$ cat config.mk
export PLATFORM = sky130hd
export DESIGN_NAME = dual_shift_unit
export DESIGN_NICKNAME = d
export VERILOG_FILES = /design/src/rtl/dsu_pkg.sv /design/src/rtl/dsu_decode.sv /design/src/rtl/dsu_barrel.sv /design/src/rtl/dsu_outreg.sv /design/src/rtl/dual_shift_unit.sv
export SDC_FILE = /design/constraint.sdc
export NUM_CORES = 1
export LEC_CHECK = 0
export CELL_PAD_IN_SITES_DETAIL_PLACEMENT = 0
export CELL_PAD_IN_SITES_GLOBAL_PLACEMENT = 1
export CORE_ASPECT_RATIO = 0.7
export CORE_UTILIZATION = 42
export CTS_BUF_LIST = sky130_fd_sc_hd__clkbuf_16
export CTS_CLUSTER_SIZE = 12
export DETAILED_ROUTE_END_ITERATION = 8
export DONT_BUFFER_PORTS = 1
export PLACE_DENSITY = 0.78
export SKIP_CTS_REPAIR_TIMING = 1
export SYNTH_ARGS = -nofsm -noshare
export SYNTH_HDL_FRONTEND = slang
export SYNTH_HIERARCHICAL = 1
export SYNTH_SLANG_ARGS = --single-unit
export TNS_END_PERCENT = 5
$ cat constraint.sdc
create_clock -name clk_i -period 1.2 [get_ports clk_i]
set_input_delay 0 -clock clk_i [delete_from_list [all_inputs] [get_ports clk_i]]
set_output_delay 0 -clock clk_i [all_outputs]
set_load 0.01 [all_outputs]
$ cat src/rtl/dsu_pkg.sv
package dsu_pkg;
  localparam int unsigned DATA_W = 32;
  localparam int unsigned OP_W   = 3;

  typedef enum logic [OP_W-1:0] {
    OP_SLL = 3'd0,
    OP_SRL = 3'd1,
    OP_SRA = 3'd2,
    OP_ROL = 3'd3,
    OP_ROR = 3'd4
  } op_e;
endpackage

$ cat src/rtl/dsu_decode.sv
module dsu_decode #(
  parameter int unsigned AMT_W  = 32,
  parameter int unsigned STEP_W = 5
) (
  input  logic [dsu_pkg::OP_W-1:0] op_i,
  input  logic                     vec_mode_i,
  input  logic [AMT_W-1:0]         amt_i,
  output logic [STEP_W-1:0]        step_o,
  output logic                     sat_o,
  output logic                     illegal_o
);
  import dsu_pkg::*;

  logic over, is_rot, code_ok;

  assign step_o  = amt_i[STEP_W-1:0];
  assign over    = |amt_i[AMT_W-1:STEP_W];
  assign is_rot  = (op_i == OP_ROL) || (op_i == OP_ROR);
  assign code_ok = (op_i <= OP_ROR);

  assign illegal_o = !code_ok || (vec_mode_i && is_rot);
  // saturation only for legal shifts in vector mode
  assign sat_o     = vec_mode_i && over && code_ok && !is_rot;

  always_comb begin
    if (!vec_mode_i) AST_SCALAR_NO_SAT: assert (!sat_o);
  end
endmodule

$ cat src/rtl/dsu_barrel.sv
module dsu_barrel #(
  parameter int unsigned W      = 32,
  parameter int unsigned STEP_W = 5
) (
  input  logic [W-1:0]             data_i,
  input  logic [dsu_pkg::OP_W-1:0] op_i,
  input  logic [STEP_W-1:0]        step_i,
  output logic [W-1:0]             data_o
);
  import dsu_pkg::*;

  logic         sign;
  logic [W-1:0] stg [STEP_W+1];

  assign sign   = data_i[W-1];
  assign stg[0] = data_i;

  for (genvar k = 0; k < STEP_W; k++) begin : g_stage
    localparam int unsigned SH = 1 << k;
    logic [W-1:0] cur, sll_v, srl_v, sra_v, rol_v, ror_v;

    assign cur   = stg[k];
    assign sll_v = cur << SH;
    assign srl_v = cur >> SH;
    assign sra_v = {{SH{sign}}, cur[W-1:SH]};
    assign rol_v = {cur[W-1-SH:0], cur[W-1:W-SH]};
    assign ror_v = {cur[SH-1:0], cur[W-1:SH]};

    assign stg[k+1] = !step_i[k]       ? cur   :
                      (op_i == OP_SLL) ? sll_v :
                      (op_i == OP_SRL) ? srl_v :
                      (op_i == OP_SRA) ? sra_v :
                      (op_i == OP_ROL) ? rol_v :
                      (op_i == OP_ROR) ? ror_v : cur;
  end

  assign data_o = stg[STEP_W];

  always_comb begin
    if (step_i == '0) AST_ZERO_STEP_PASS: assert (data_o == data_i);
  end
endmodule

$ cat src/rtl/dsu_outreg.sv
module dsu_outreg #(
  parameter int unsigned W       = 32,
  parameter bit          REG_OUT = 1'b1
) (
  input  logic         clk_i,
  input  logic         rst_ni,
  input  logic         valid_i,
  input  logic [W-1:0] res_i,
  input  logic         ill_i,
  output logic [W-1:0] res_o,
  output logic         ill_o,
  output logic         valid_o
);
  if (REG_OUT) begin : g_reg
    logic [W-1:0] res_q;
    logic         ill_q, vld_q;

    always_ff @(posedge clk_i or negedge rst_ni) begin
      if (!rst_ni) begin
        res_q <= '0;
        ill_q <= 1'b0;
        vld_q <= 1'b0;
      end else begin
        vld_q <= valid_i;
        if (valid_i) begin
          res_q <= res_i;
          ill_q <= ill_i;
        end
      end
    end

    assign res_o   = res_q;
    assign ill_o   = ill_q;
    assign valid_o = vld_q;

    AST_VALID_FOLLOWS: assert property (@(posedge clk_i) disable iff (!rst_ni)
      valid_i |=> valid_o);
    AST_HOLD_IDLE: assert property (@(posedge clk_i) disable iff (!rst_ni)
      !valid_i |=> (!valid_o && $stable(res_o) && $stable(ill_o)));
    AST_CAPTURE: assert property (@(posedge clk_i) disable iff (!rst_ni)
      valid_i |=> (res_o == $past(res_i)));
  end else begin : g_comb
    assign res_o   = res_i;
    assign ill_o   = ill_i;
    assign valid_o = valid_i;
  end
endmodule

$ cat src/rtl/dual_shift_unit.sv
module dual_shift_unit #(
  parameter int unsigned W       = dsu_pkg::DATA_W,
  parameter int unsigned AMT_W   = 32,
  parameter bit          REG_OUT = 1'b1
) (
  input  logic                     clk_i,
  input  logic                     rst_ni,
  input  logic                     valid_i,
  input  logic [W-1:0]             data_i,
  input  logic [AMT_W-1:0]         amt_i,
  input  logic [dsu_pkg::OP_W-1:0] op_i,
  input  logic                     vec_mode_i,
  output logic [W-1:0]             result_o,
  output logic                     illegal_o,
  output logic                     valid_o
);
  import dsu_pkg::*;

  localparam int unsigned STEP_W = $clog2(W);

  logic [STEP_W-1:0] step;
  logic              sat, ill;
  logic [W-1:0]      shifted, sat_val, res;

  dsu_decode #(.AMT_W(AMT_W), .STEP_W(STEP_W)) u_decode (
    .op_i       (op_i),
    .vec_mode_i (vec_mode_i),
    .amt_i      (amt_i),
    .step_o     (step),
    .sat_o      (sat),
    .illegal_o  (ill)
  );

  dsu_barrel #(.W(W), .STEP_W(STEP_W)) u_barrel (
    .data_i (data_i),
    .op_i   (op_i),
    .step_i (step),
    .data_o (shifted)
  );

  // saturated value: sign fill for SRA, zero otherwise
  assign sat_val = (op_i == OP_SRA) ? {W{data_i[W-1]}} : '0;
  assign res     = ill ? '0 : (sat ? sat_val : shifted);

  dsu_outreg #(.W(W), .REG_OUT(REG_OUT)) u_outreg (
    .clk_i   (clk_i),
    .rst_ni  (rst_ni),
    .valid_i (valid_i),
    .res_i   (res),
    .ill_i   (ill),
    .res_o   (result_o),
    .ill_o   (illegal_o),
    .valid_o (valid_o)
  );

  always_comb begin
    if (ill) AST_ILLEGAL_ZERO: assert (res == '0);
    if (vec_mode_i && (op_i == OP_ROL || op_i == OP_ROR))
      AST_VEC_ROT_ILLEGAL: assert (ill);
    if (vec_mode_i && amt_i >= AMT_W'(W) && (op_i == OP_SLL || op_i == OP_SRL))
      AST_VEC_SAT_ZERO: assert (res == '0);
    if (vec_mode_i && amt_i >= AMT_W'(W) && op_i == OP_SRA)
      AST_VEC_SRA_FILL: assert (res == {W{data_i[W-1]}});
  end
endmodule

# Yosys cells after proc, flatten, opt, wreduce, memory -nomap -nowiden
# Cells that the tools add are included.
totals:
  input_bits: 71
  word_cells: 51
  register_bits: 34
  out_inout_bits: 34
op_classes:
  n_eq_ne: 4
  n_reduce_logical: 10
  muxes: 33
  order_cmp: 1
ops:
  columns: ["op", "n"]
  rows:
  - ["two-way mux 32 bit", 33]
  - ["OR reduction 27 bit", 1]
  - ["equality test 3 x 2 -> 1 bit (second input constant)", 2]
  - ["logical AND 1 bit", 4]
  - ["equality test 3 x 1 -> 1 bit (second input constant)", 1]
  - ["equality test 3 bit (second input constant)", 1]
  - ["less-or-equal comparator 3 bit (second input constant)", 1]
  - ["logical NOT 3 bit", 1]
  - ["logical NOT 1 bit", 2]
  - ["logical OR 1 bit", 2]

# Logic depth before layout (Yosys ltp)
# Gate-level depths: netlist of the first run.
depth:
  ltp_word: 33
  mapped_depth: 17
  mapped_depth_nobuf: 12

# By module
# The synthesis of the first run kept the hierarchy.
modules_own_cells:
  columns: ["module", "cells_each", "seq_area_each_um2", "n_inst", "area_each_um2"]
  rows:
  - ["dsu_barrel", 856, 0.0, 1, 5755.5]
  - ["dsu_outreg", 71, 850.8, 1, 1406.3]
  - ["dual_shift_unit", 79, 0.0, 1, 643.1]
  - ["dsu_decode", 19, 0.0, 1, 145.1]

# Worst setup path before layout of the first run
# OpenSTA, ideal clock, no wires.
synth_path:
  path_kind: "input-to-reg"
  startpoint: "input port amt_i[0]"
  endpoint: "register u_outreg.g_reg.res_q[8] (netlist: u_outreg/res_o[8])"
  setup_ps: 125
  t_arrival_ps: 2680
  stages: 15
  path_buffers: 3
  slack_ps: -1605
  required_ps: 1075
  cell_sequence: "buf_4 buf_2 buf_4 or4b_2 o211a_1 a22o_1 nand4_1 a22o_1 a21oi_1 o221a_2 a22oi_1 o221ai_1 nor2_1 a211oi_2 mux2_4"
synth_via:
  elab_chain_cells: 27
synth_lines:
  columns: ["element", "line", "text"]
  rows:
  - ["start, declared", "dual_shift_unit.sv:10", "input logic [AMT_W-1:0] amt_i,"]
  - ["two-way mux 32 bit (*)", "dsu_barrel.sv:29", "assign stg[k+1] = !step_i[k] ? cur :"]
  - ["two-way mux 32 bit", "dsu_barrel.sv:34", "(op_i == OP_ROR) ? ror_v : cur;"]
  - ["two-way mux 32 bit", "dsu_barrel.sv:33", "(op_i == OP_ROL) ? rol_v :"]
  - ["two-way mux 32 bit", "dsu_barrel.sv:32", "(op_i == OP_SRA) ? sra_v :"]
  - ["two-way mux 32 bit", "dsu_barrel.sv:31", "(op_i == OP_SRL) ? srl_v :"]
  - ["two-way mux 32 bit", "dsu_barrel.sv:30", "(op_i == OP_SLL) ? sll_v :"]
  - ["two-way mux 32 bit (*)", "dsu_barrel.sv:29", null]
  - ["two-way mux 32 bit", "dsu_barrel.sv:34", null]
  - ["[12 not listed]", null, null]
  - ["two-way mux 32 bit", "dsu_barrel.sv:33", null]
  - ["two-way mux 32 bit", "dsu_barrel.sv:32", null]
  - ["two-way mux 32 bit", "dsu_barrel.sv:31", null]
  - ["two-way mux 32 bit", "dsu_barrel.sv:30", null]
  - ["two-way mux 32 bit (*)", "dsu_barrel.sv:29", null]
  - ["named net shifted[8]", "dual_shift_unit.sv:23", "logic [W-1:0] shifted, sat_val, res;"]
  - ["two-way mux 32 bit (*) (2 in series)", "dual_shift_unit.sv:43", "assign res = ill ? '0 : (sat ? sat_val : shifted);"]
  - ["named net res[8]", "dual_shift_unit.sv:23", null]
  - ["end signal, assigned", "dsu_outreg.sv:26", "res_q <= res_i;"]
  - ["end, declared", "dsu_outreg.sv:15", "logic [W-1:0] res_q;"]
# Mark *: on every way through the listed nets, which the timed path passes. The rest lies on a longest branch.
# A chain may end at the register's enable or synchronous reset.

# Final worst setup path of the first run
layout_path:
  startpoint: "input port op_i[1] (netlist name)"
  endpoint: "register u_outreg.g_reg.res_q[26] (netlist: u_outreg/res_o[26])"
layout_via:
  elab_chain_cells: 33
  elab_cells_between_ends: 46
  cone_classes: "order compare (1); eq/ne (4); mux (33); reduce/logical (8)"
layout_lines:
  columns: ["element", "line", "text"]
  rows:
  - ["start, declared", "dual_shift_unit.sv:11", "input logic [dsu_pkg::OP_W-1:0] op_i,"]
  - ["equality test 3 bit", "dsu_barrel.sv:34", null]
  - ["two-way mux 32 bit", "dsu_barrel.sv:34", null]
  - ["two-way mux 32 bit", "dsu_barrel.sv:33", null]
  - ["two-way mux 32 bit", "dsu_barrel.sv:32", null]
  - ["two-way mux 32 bit", "dsu_barrel.sv:31", null]
  - ["two-way mux 32 bit", "dsu_barrel.sv:30", null]
  - ["two-way mux 32 bit", "dsu_barrel.sv:29", null]
  - ["two-way mux 32 bit", "dsu_barrel.sv:34", null]
  - ["[18 not listed]", null, null]
  - ["two-way mux 32 bit", "dsu_barrel.sv:33", null]
  - ["two-way mux 32 bit", "dsu_barrel.sv:32", null]
  - ["two-way mux 32 bit", "dsu_barrel.sv:31", null]
  - ["two-way mux 32 bit", "dsu_barrel.sv:30", null]
  - ["two-way mux 32 bit (*)", "dsu_barrel.sv:29", null]
  - ["named net shifted[26]", "dual_shift_unit.sv:23", null]
  - ["two-way mux 32 bit (*) (2 in series)", "dual_shift_unit.sv:43", null]
  - ["named net res[26]", "dual_shift_unit.sv:23", null]
# Marks and branches as above.

==> metrics.txt, run 1 <==
most used flip-flop cell after synthesis sky130_fd_sc_hd__dfrtp_1; Gate Count Post-Synth 1025; slew at the pin closest to its max-slew limit 938 ps; placeable core region 0.0183 mm^2; Yosys reg bits 34; number of design rule violations left after detail routing 1; dominant cell type by area after synthesis sky130_fd_sc_hd__dfrtp_1; width of the chip 166 um; peak fanout along the critical path 37; part of the total power dissipated in sequential elements 0.175; startpoint of the most critical register-to-register path u_outreg/res_o[31]$_DFFE_PN0P_; number of failing setup endpoints in the final timing report 32; placed instance area 0.0101 mm^2; wire length of the first global-routing pass 60900 um; antenna violations before repair 1; fraction of layout cells with a size suffix above 1 0.457; Hold Crit Endpoint u_outreg/valid_o$_DFF_PN0_; DP Wirelength 33600 um; Yosys warning count 6; Power Dens Cells 813 mW/mm^2; type of destination of the critical path register; number of pins exceeding their max-slew limit in the final report 0; critical path data required time 1420 ps; Die Ht 117 um; Skew-Pair Late Insertion Delay 280 ps; Post-synth EDFFs 0; total global routing overflow 0; total via count in the routed design 10815; count of endpoints failing hold in the final timing report 34; maximum vdd drop 0.599 mV; internal power summed over all cells 5.00 mW; count of inserted antenna diode cells 0; Final Hold Slack -257 ps; Distinct cells, synth 102; headroom to the max-slew limit 0.370; number of cells on the worst hold path 0; gpl congestion 1.06; antenna viol nets, final 0; largest clock skew in the final design 0 ps; met1 wire length 19300 um; leading post-synthesis cells by cell area sky130_fd_sc_hd__dfrtp_1 11%, sky130_fd_sc_hd__mux2_4 5.9%, sky130_fd_sc_hd__a211oi_2 5.4%, sky130_fd_sc_hd__nor2_1 5.1%, sky130_fd_sc_hd__a21oi_1 4.7%; average detailed-routed wire length per instance 29.1 um; Final Worst Setup Slack -1720 ps; type of element launching the critical path input pin; pre-CTS WS -2070 ps; die area 0.0195 mm^2; Non-Filler Cell Area, Final 0.0111 mm^2; failing checks design-rule violations, negative hold slack, negative setup slack; setup repair after global routing missed its margin true; uppermost layer routed met5; CTS Root Buffer Type sky130_fd_sc_hd__clkbuf_16; reg-to-reg critical path endpoint u_outreg/res_o[31]$_DFFE_PN0P_; number of nets in the synthesized netlist 1096; leakage 4.48 nW; final non-filler cell total 1509; Inst Count DP 1471; number of H-tree levels 2; P&R area growth vs syn 40.2%; time the final worst path needs with I/O delays and setup 2920 ps; Ports 105; proportion of total power due to net switching 0.448; utilization of the core after routing 0.610; total met2 wirelength after detailed routing 16700 um; flop-to-flop setup slack 260 ps; pin count of the biggest net entering global routing 90; post-synth top area share 0.107; effective utilization at floorplan 0.435; count of clock tree sinks 34; IO buf count 0; ratio of final minimum period to clock period 2.44; synthesized cell area 0.00795 mm^2; clock tree from TritonCTS built; run status complete, but fails checks; starting DRC count in detailed routing 1565; most used standard cell by instance count after synthesis sky130_fd_sc_hd__nor2_1; arrival time of data at the critical path endpoint 3150 ps; register area share after synthesis 0.107; Vias per Instance 7.17; worst setup path class input pin to register; total routed wirelength 43900 um; worst reg2reg path depth 1; Setup TNS Final -49810 ps; met3 wire length 6950 um; logic gate share of total power 0.688; Post-synth ARST share 1.00; CTS Buf Count 5; mean instance size in the synthesized netlist 7.76 um^2; vias in the first global route 9538; number of buffers between clock root and the deepest sink 2; most frequent cells after synthesis 107 x sky130_fd_sc_hd__nor2_1, 75 x sky130_fd_sc_hd__a21oi_1, 72 x sky130_fd_sc_hd__nand2_1, 53 x sky130_fd_sc_hd__o21ai_0; aggregate global-route resource usage 0.423; final layout net count 1343; number of standard-cell rows in the floorplan 41; class of the tightest hold or removal check input pin to register; total iterations of the first detailed-routing run 9; clock-pin slew on the worst setup and hold paths 50 ps; highest attainable clock frequency 0.342 GHz; min-delay src valid_i; Clock power frac 0.137; Sw Pwr 4.05 mW; # Max-Cap Violations 0
## state kept, by name, summed over array words and instances (netlist names)
name	count
u_outreg/ill_o	1
u_outreg/res_o	32
u_outreg/valid_o	1
## cell type report
cell class	instances	area, um^2
fillers	1678	7120
multi-input cells	872	6940
repair buffers	341	2860
flip-flops and latches	34	851
well taps	236	295
clock buffers	5	125
inverters	18	67.6
clock inverters	3	12.5
## placed cells by master, fill, tap and decap left out, types with 7 or more instances in the layout
cell | synthesis | final
sky130_fd_sc_hd__o21ai_1 | 12 | 21
sky130_fd_sc_hd__o31ai_2 | 6 | 8
sky130_fd_sc_hd__nand3_1 | 27 | 24
sky130_fd_sc_hd__nor2b_1 | 9 | 9
sky130_fd_sc_hd__nand2_1 | 72 | 70
sky130_fd_sc_hd__nor3_1 | 29 | 26
sky130_fd_sc_hd__or3b_2 | 11 | 10
sky130_fd_sc_hd__clkbuf_16 | 0 | 7
sky130_fd_sc_hd__buf_12 | 7 | 16
sky130_fd_sc_hd__dfrtp_1 | 34 | 34
sky130_fd_sc_hd__o22ai_1 | 18 | 16
sky130_fd_sc_hd__a21oi_1 | 75 | 67
sky130_fd_sc_hd__o311ai_1 | 4 | 8
sky130_fd_sc_hd__a222oi_1 | 7 | 7
sky130_fd_sc_hd__buf_6 | 19 | 12
sky130_fd_sc_hd__a21o_1 | 11 | 11
sky130_fd_sc_hd__mux2_4 | 31 | 32
sky130_fd_sc_hd__a22oi_1 | 15 | 11
sky130_fd_sc_hd__inv_1 | 14 | 15
sky130_fd_sc_hd__buf_4 | 15 | 308
sky130_fd_sc_hd__mux2i_1 | 9 | 9
sky130_fd_sc_hd__nor2_1 | 107 | 103
sky130_fd_sc_hd__mux2_2 | 12 | 11
sky130_fd_sc_hd__or2_2 | 8 | 8
sky130_fd_sc_hd__a21oi_2 | 1 | 9
sky130_fd_sc_hd__o221ai_2 | 6 | 8
sky130_fd_sc_hd__o21ai_0 | 53 | 39
sky130_fd_sc_hd__a211oi_2 | 34 | 37
sky130_fd_sc_hd__nand2b_1 | 14 | 13
sky130_fd_sc_hd__o211ai_1 | 28 | 28
sky130_fd_sc_hd__o31ai_1 | 25 | 20
sky130_fd_sc_hd__o221ai_1 | 19 | 12
sky130_fd_sc_hd__a31oi_1 | 29 | 25
sky130_fd_sc_hd__a211oi_1 | 11 | 7
sky130_fd_sc_hd__a221oi_2 | 10 | 14
## critical path: stages
cell	delay (ps)
sky130_fd_sc_hd__xor2_4	310
sky130_fd_sc_hd__buf_12	190
sky130_fd_sc_hd__buf_8	120
sky130_fd_sc_hd__nor3_1	70
sky130_fd_sc_hd__o31ai_2	400
sky130_fd_sc_hd__nand3_2	240
sky130_fd_sc_hd__a221oi_4	370
sky130_fd_sc_hd__buf_6	150
sky130_fd_sc_hd__o22ai_1	80
sky130_fd_sc_hd__a311oi_2	330
sky130_fd_sc_hd__buf_4	180
sky130_fd_sc_hd__o21ai_0	80
sky130_fd_sc_hd__o211ai_1	170
sky130_fd_sc_hd__nor2_1	70
sky130_fd_sc_hd__a211oi_2	170
sky130_fd_sc_hd__mux2_4	180
## power by group through the flow
stage	logic (mW)	clock network, mW	registers (mW)
floorplan	3.18	0	1.52
global placement	5.26	0	1.59
detailed placement	5.27	0	1.59
CTS	5.30	1.26	1.58
global route	6.48	1.31	1.60
finish	6.23	1.24	1.58
## per-stage QoR
stage | hold slack [ps] | total power [mW]
2_1_floorplan | -296 | 4.70
3_3_place_gp | -295 | 6.85
3_5_place_dp | -295 | 6.87
4_1_cts | -601 | 8.14
5_1_grt | -270 | 9.39
6_report | -257 | 9.06
## cells by family (layout without fill, tap and decap cells)
| kind of cell | after synthesis | in the layout | synth area share |
|---|---|---|---|
| and+or+nand+nor | 339 | 339 | 0.218 |
| AOI/OAI and AO/OA | 478 | 478 | 0.480 |
| buffers and inverters | 119 | 367 | 0.101 |
| DFF | 34 | 34 | 0.107 |
| muxes | 53 | 53 | 0.0883 |
| xor gates and xnor gates | 2 | 2 | 0.00551 |
## metal layers
metal	vias up	track usage
met3	92	0.161
met5	-	0.0580
met2	837	0.573
met1	5261	0.623
met4	2	0.0580
li1	4623	-
## worst max path at each step
stage / slack (ps) / cells after the start / endpoint / startpoint
finish: -1720 / 16 / u_outreg/res_o[26]$_DFFE_PN0P_ / op_i[1]
global route: -1710 / 16 / u_outreg/res_o[26]$_DFFE_PN0P_ / op_i[0]
CTS: -1770 / 15 / u_outreg/res_o[3]$_DFFE_PN0P_ / op_i[1]
detailed placement: -2070 / 15 / u_outreg/res_o[3]$_DFFE_PN0P_ / op_i[1]
global placement: -2090 / 14 / u_outreg/res_o[3]$_DFFE_PN0P_ / op_i[1]
floorplan: -1570 / 14 / u_outreg/res_o[1]$_DFFE_PN0P_ / op_i[1]
Power figures use the tool's default switching activity.
==> run 2, diff against run 1 <==
--- a/config.mk
+++ b/config.mk
@@ -15,5 +15,7 @@
 export DONT_BUFFER_PORTS = 1
 export PLACE_DENSITY = 0.78
+export RECOVER_POWER = 25
 export SKIP_CTS_REPAIR_TIMING = 1
+export SKIP_LAST_GASP = 1
 export SYNTH_ARGS = -nofsm -noshare
 export SYNTH_HDL_FRONTEND = slang
==> constraint.sdc (replaced) <==
create_clock -name clk_i -period 1.2 [get_ports clk_i]
set_input_delay 0 -clock clk_i [delete_from_list [all_inputs] [get_ports clk_i]]
set_output_delay 0 -clock clk_i [all_outputs]
set_load 0.005 [all_outputs]
==> metrics.txt, run 2 (same netlist as run 1, synthesis figures left out) <==
number of failing setup endpoints in the final timing report 32; total global routing overflow 0; Final Worst Setup Slack -1840 ps; total via count in the routed design 10861; gpl congestion 1.08; total routed wirelength 44100 um; final layout net count 1359; average detailed-routed wire length per instance 28.9 um; flop-to-flop setup slack 330 ps; cell breakdown of the critical path o21ai_4, buf_12, clkbuf_16, buf_4, a21oi_1, o31ai_2, nand3_1, a222oi_1, buf_4, o21ai_0, a31oi_1, buf_4, o21ai_1, o211ai_1, nor2_1, a211oi_2, mux2_4; count of endpoints failing hold in the final timing report 34; worst stage delay on the critical path 340 ps; critical path data required time 1430 ps; maximum vdd drop 0.715 mV; type of element launching the critical path input pin; number of H-tree levels 2; die area 0.0195 mm^2; Ports 105; Die Ht 117 um; clock-pin slew on the worst setup and hold paths 60 ps; starting DRC count in detailed routing 1991; buffer and inverter count on the worst path 5; Final Hold Slack -261 ps; max FFs per register 32; run status complete, but fails checks; final non-filler cell total 1526; # Max-Cap Violations 0; clock tree from TritonCTS built; number of pins exceeding their max-slew limit in the final report 0; effective utilization at floorplan 0.435; type of destination of the critical path register; number of design rule violations left after detail routing 2; setup repair after global routing missed its margin true; Skew-Pair Late Insertion Delay 290 ps; pin count of the biggest net entering global routing 90; worst setup path class input pin to register; fraction of layout cells with a size suffix above 1 0.427; utilization of the core after routing 0.593; worst reg2reg path depth 1; Power Dens Cells 836 mW/mm^2; Vias per Instance 7.12; number of buffers between clock root and the deepest sink 2; IO buf count 0; aggregate global-route resource usage 0.435; wire length of the first global-routing pass 63000 um; commonest cells after routing, fill and taps aside 339 x sky130_fd_sc_hd__buf_4, 106 x sky130_fd_sc_hd__nor2_1, 72 x sky130_fd_sc_hd__nand2_1, 71 x sky130_fd_sc_hd__a21oi_1, 48 x sky130_fd_sc_hd__o21ai_0; DP Wirelength 34000 um; reg-to-reg critical path endpoint u_outreg/res_o[11]$_DFFE_PN0P_; antenna viol nets, final 0; pre-CTS WS -2040 ps; slew at the pin closest to its max-slew limit 889 ps; peak fanout along the critical path 50; top cell family by delay on the critical path compound AO/OA/AOI/OAI gates; P&R area growth vs syn 36.2%; most common cell after layout, fill and taps aside sky130_fd_sc_hd__buf_4; count of cell instances traversed by the critical path 17; count of clock tree sinks 34; number of standard-cell rows in the floorplan 41; failing checks design-rule violations, negative hold slack, negative setup slack; leakage 4.47 nW; CTS Buf Count 5; ratio of final minimum period to clock period 2.54; CP dominant cell by count sky130_fd_sc_hd__buf_4; Inst Count DP 1506; time the final worst path needs with I/O delays and setup 3040 ps; Worst Setup EP u_outreg/res_o[13]$_DFFE_PN0P_; arrival time of data at the critical path endpoint 3270 ps; placeable core region 0.0183 mm^2; headroom to the max-slew limit 0.408; largest clock skew in the final design 0 ps; antenna violations before repair 1; CTS Root Buffer Type sky130_fd_sc_hd__clkbuf_16; class of the tightest hold or removal check input pin to register; width of the chip 166 um; vias in the first global route 9793; total iterations of the first detailed-routing run 8; startpoint of the most critical register-to-register path u_outreg/res_o[11]$_DFFE_PN0P_; crit path launch op_i[0]; highest attainable clock frequency 0.329 GHz; cell with the biggest individual delay on the critical path sky130_fd_sc_hd__o31ai_2
## run 2: cell count changes in the layout (fill, tap and decap cells not counted), sizes merged
cell,previous run,this run
clkinvlp,0,1
buf,338,353
clkbuf,7,8
clkinv,6,4
diode,0,1
bufinv,0,1
## run 2: power by group
part	internal, mW	switching (mW)	total [mW]
clock	0.964	0.509	1.47
sequential	1.32	0.183	1.51
combinational	2.83	3.25	6.08
total	5.12	3.94	9.06
## run 2: how the worst min path moves through the flow
stage             from                             end  slack [ps]  cells after the start
6_report       valid_i      u_outreg/valid_o$_DFF_PN0_        -260                      0
5_1_grt        valid_i      u_outreg/valid_o$_DFF_PN0_        -270                      0
4_1_cts         rst_ni  u_outreg/res_o[12]$_DFFE_PN0P_        -600                      0
3_5_place_dp    rst_ni   u_outreg/res_o[2]$_DFFE_PN0P_        -300                      0
3_3_place_gp    rst_ni  u_outreg/res_o[16]$_DFFE_PN0P_        -300                      0
2_1_floorplan   rst_ni      u_outreg/ill_o$_DFFE_PN0P_        -300                      0
## run 2: area by class of cell
type                       instances  area, um^2
multi-input combinational        872        6560
timing repair buffer             357        2880
clock buffer                       5         125
sequential                        34         851
clock inverter                     3        37.5
inverter                          18        71.3
antenna                            1        2.50
fill                            1724        7430
tap                              236         295
## run 2: per-stage QoR
stage | power (mW) | TNS (ps) | instance area (um^2)
2_1_floorplan | 4.63 | -47540 | 7980
3_3_place_gp | 7.01 | -60720 | 10300
3_5_place_dp | 7.01 | -61070 | 10300
4_1_cts | 8.53 | -51680 | 10400
5_1_grt | 9.38 | -55430 | 10800
6_report | 9.06 | -53530 | 10800
## run 2: metal layers
metal	track usage	routed length, um	up-vias
li1	-	-	4646
met1	0.620	19000	5258
met2	0.585	16400	877
met3	0.204	7830	78
met4	0.0630	706	2
met5	0.0411	114	-
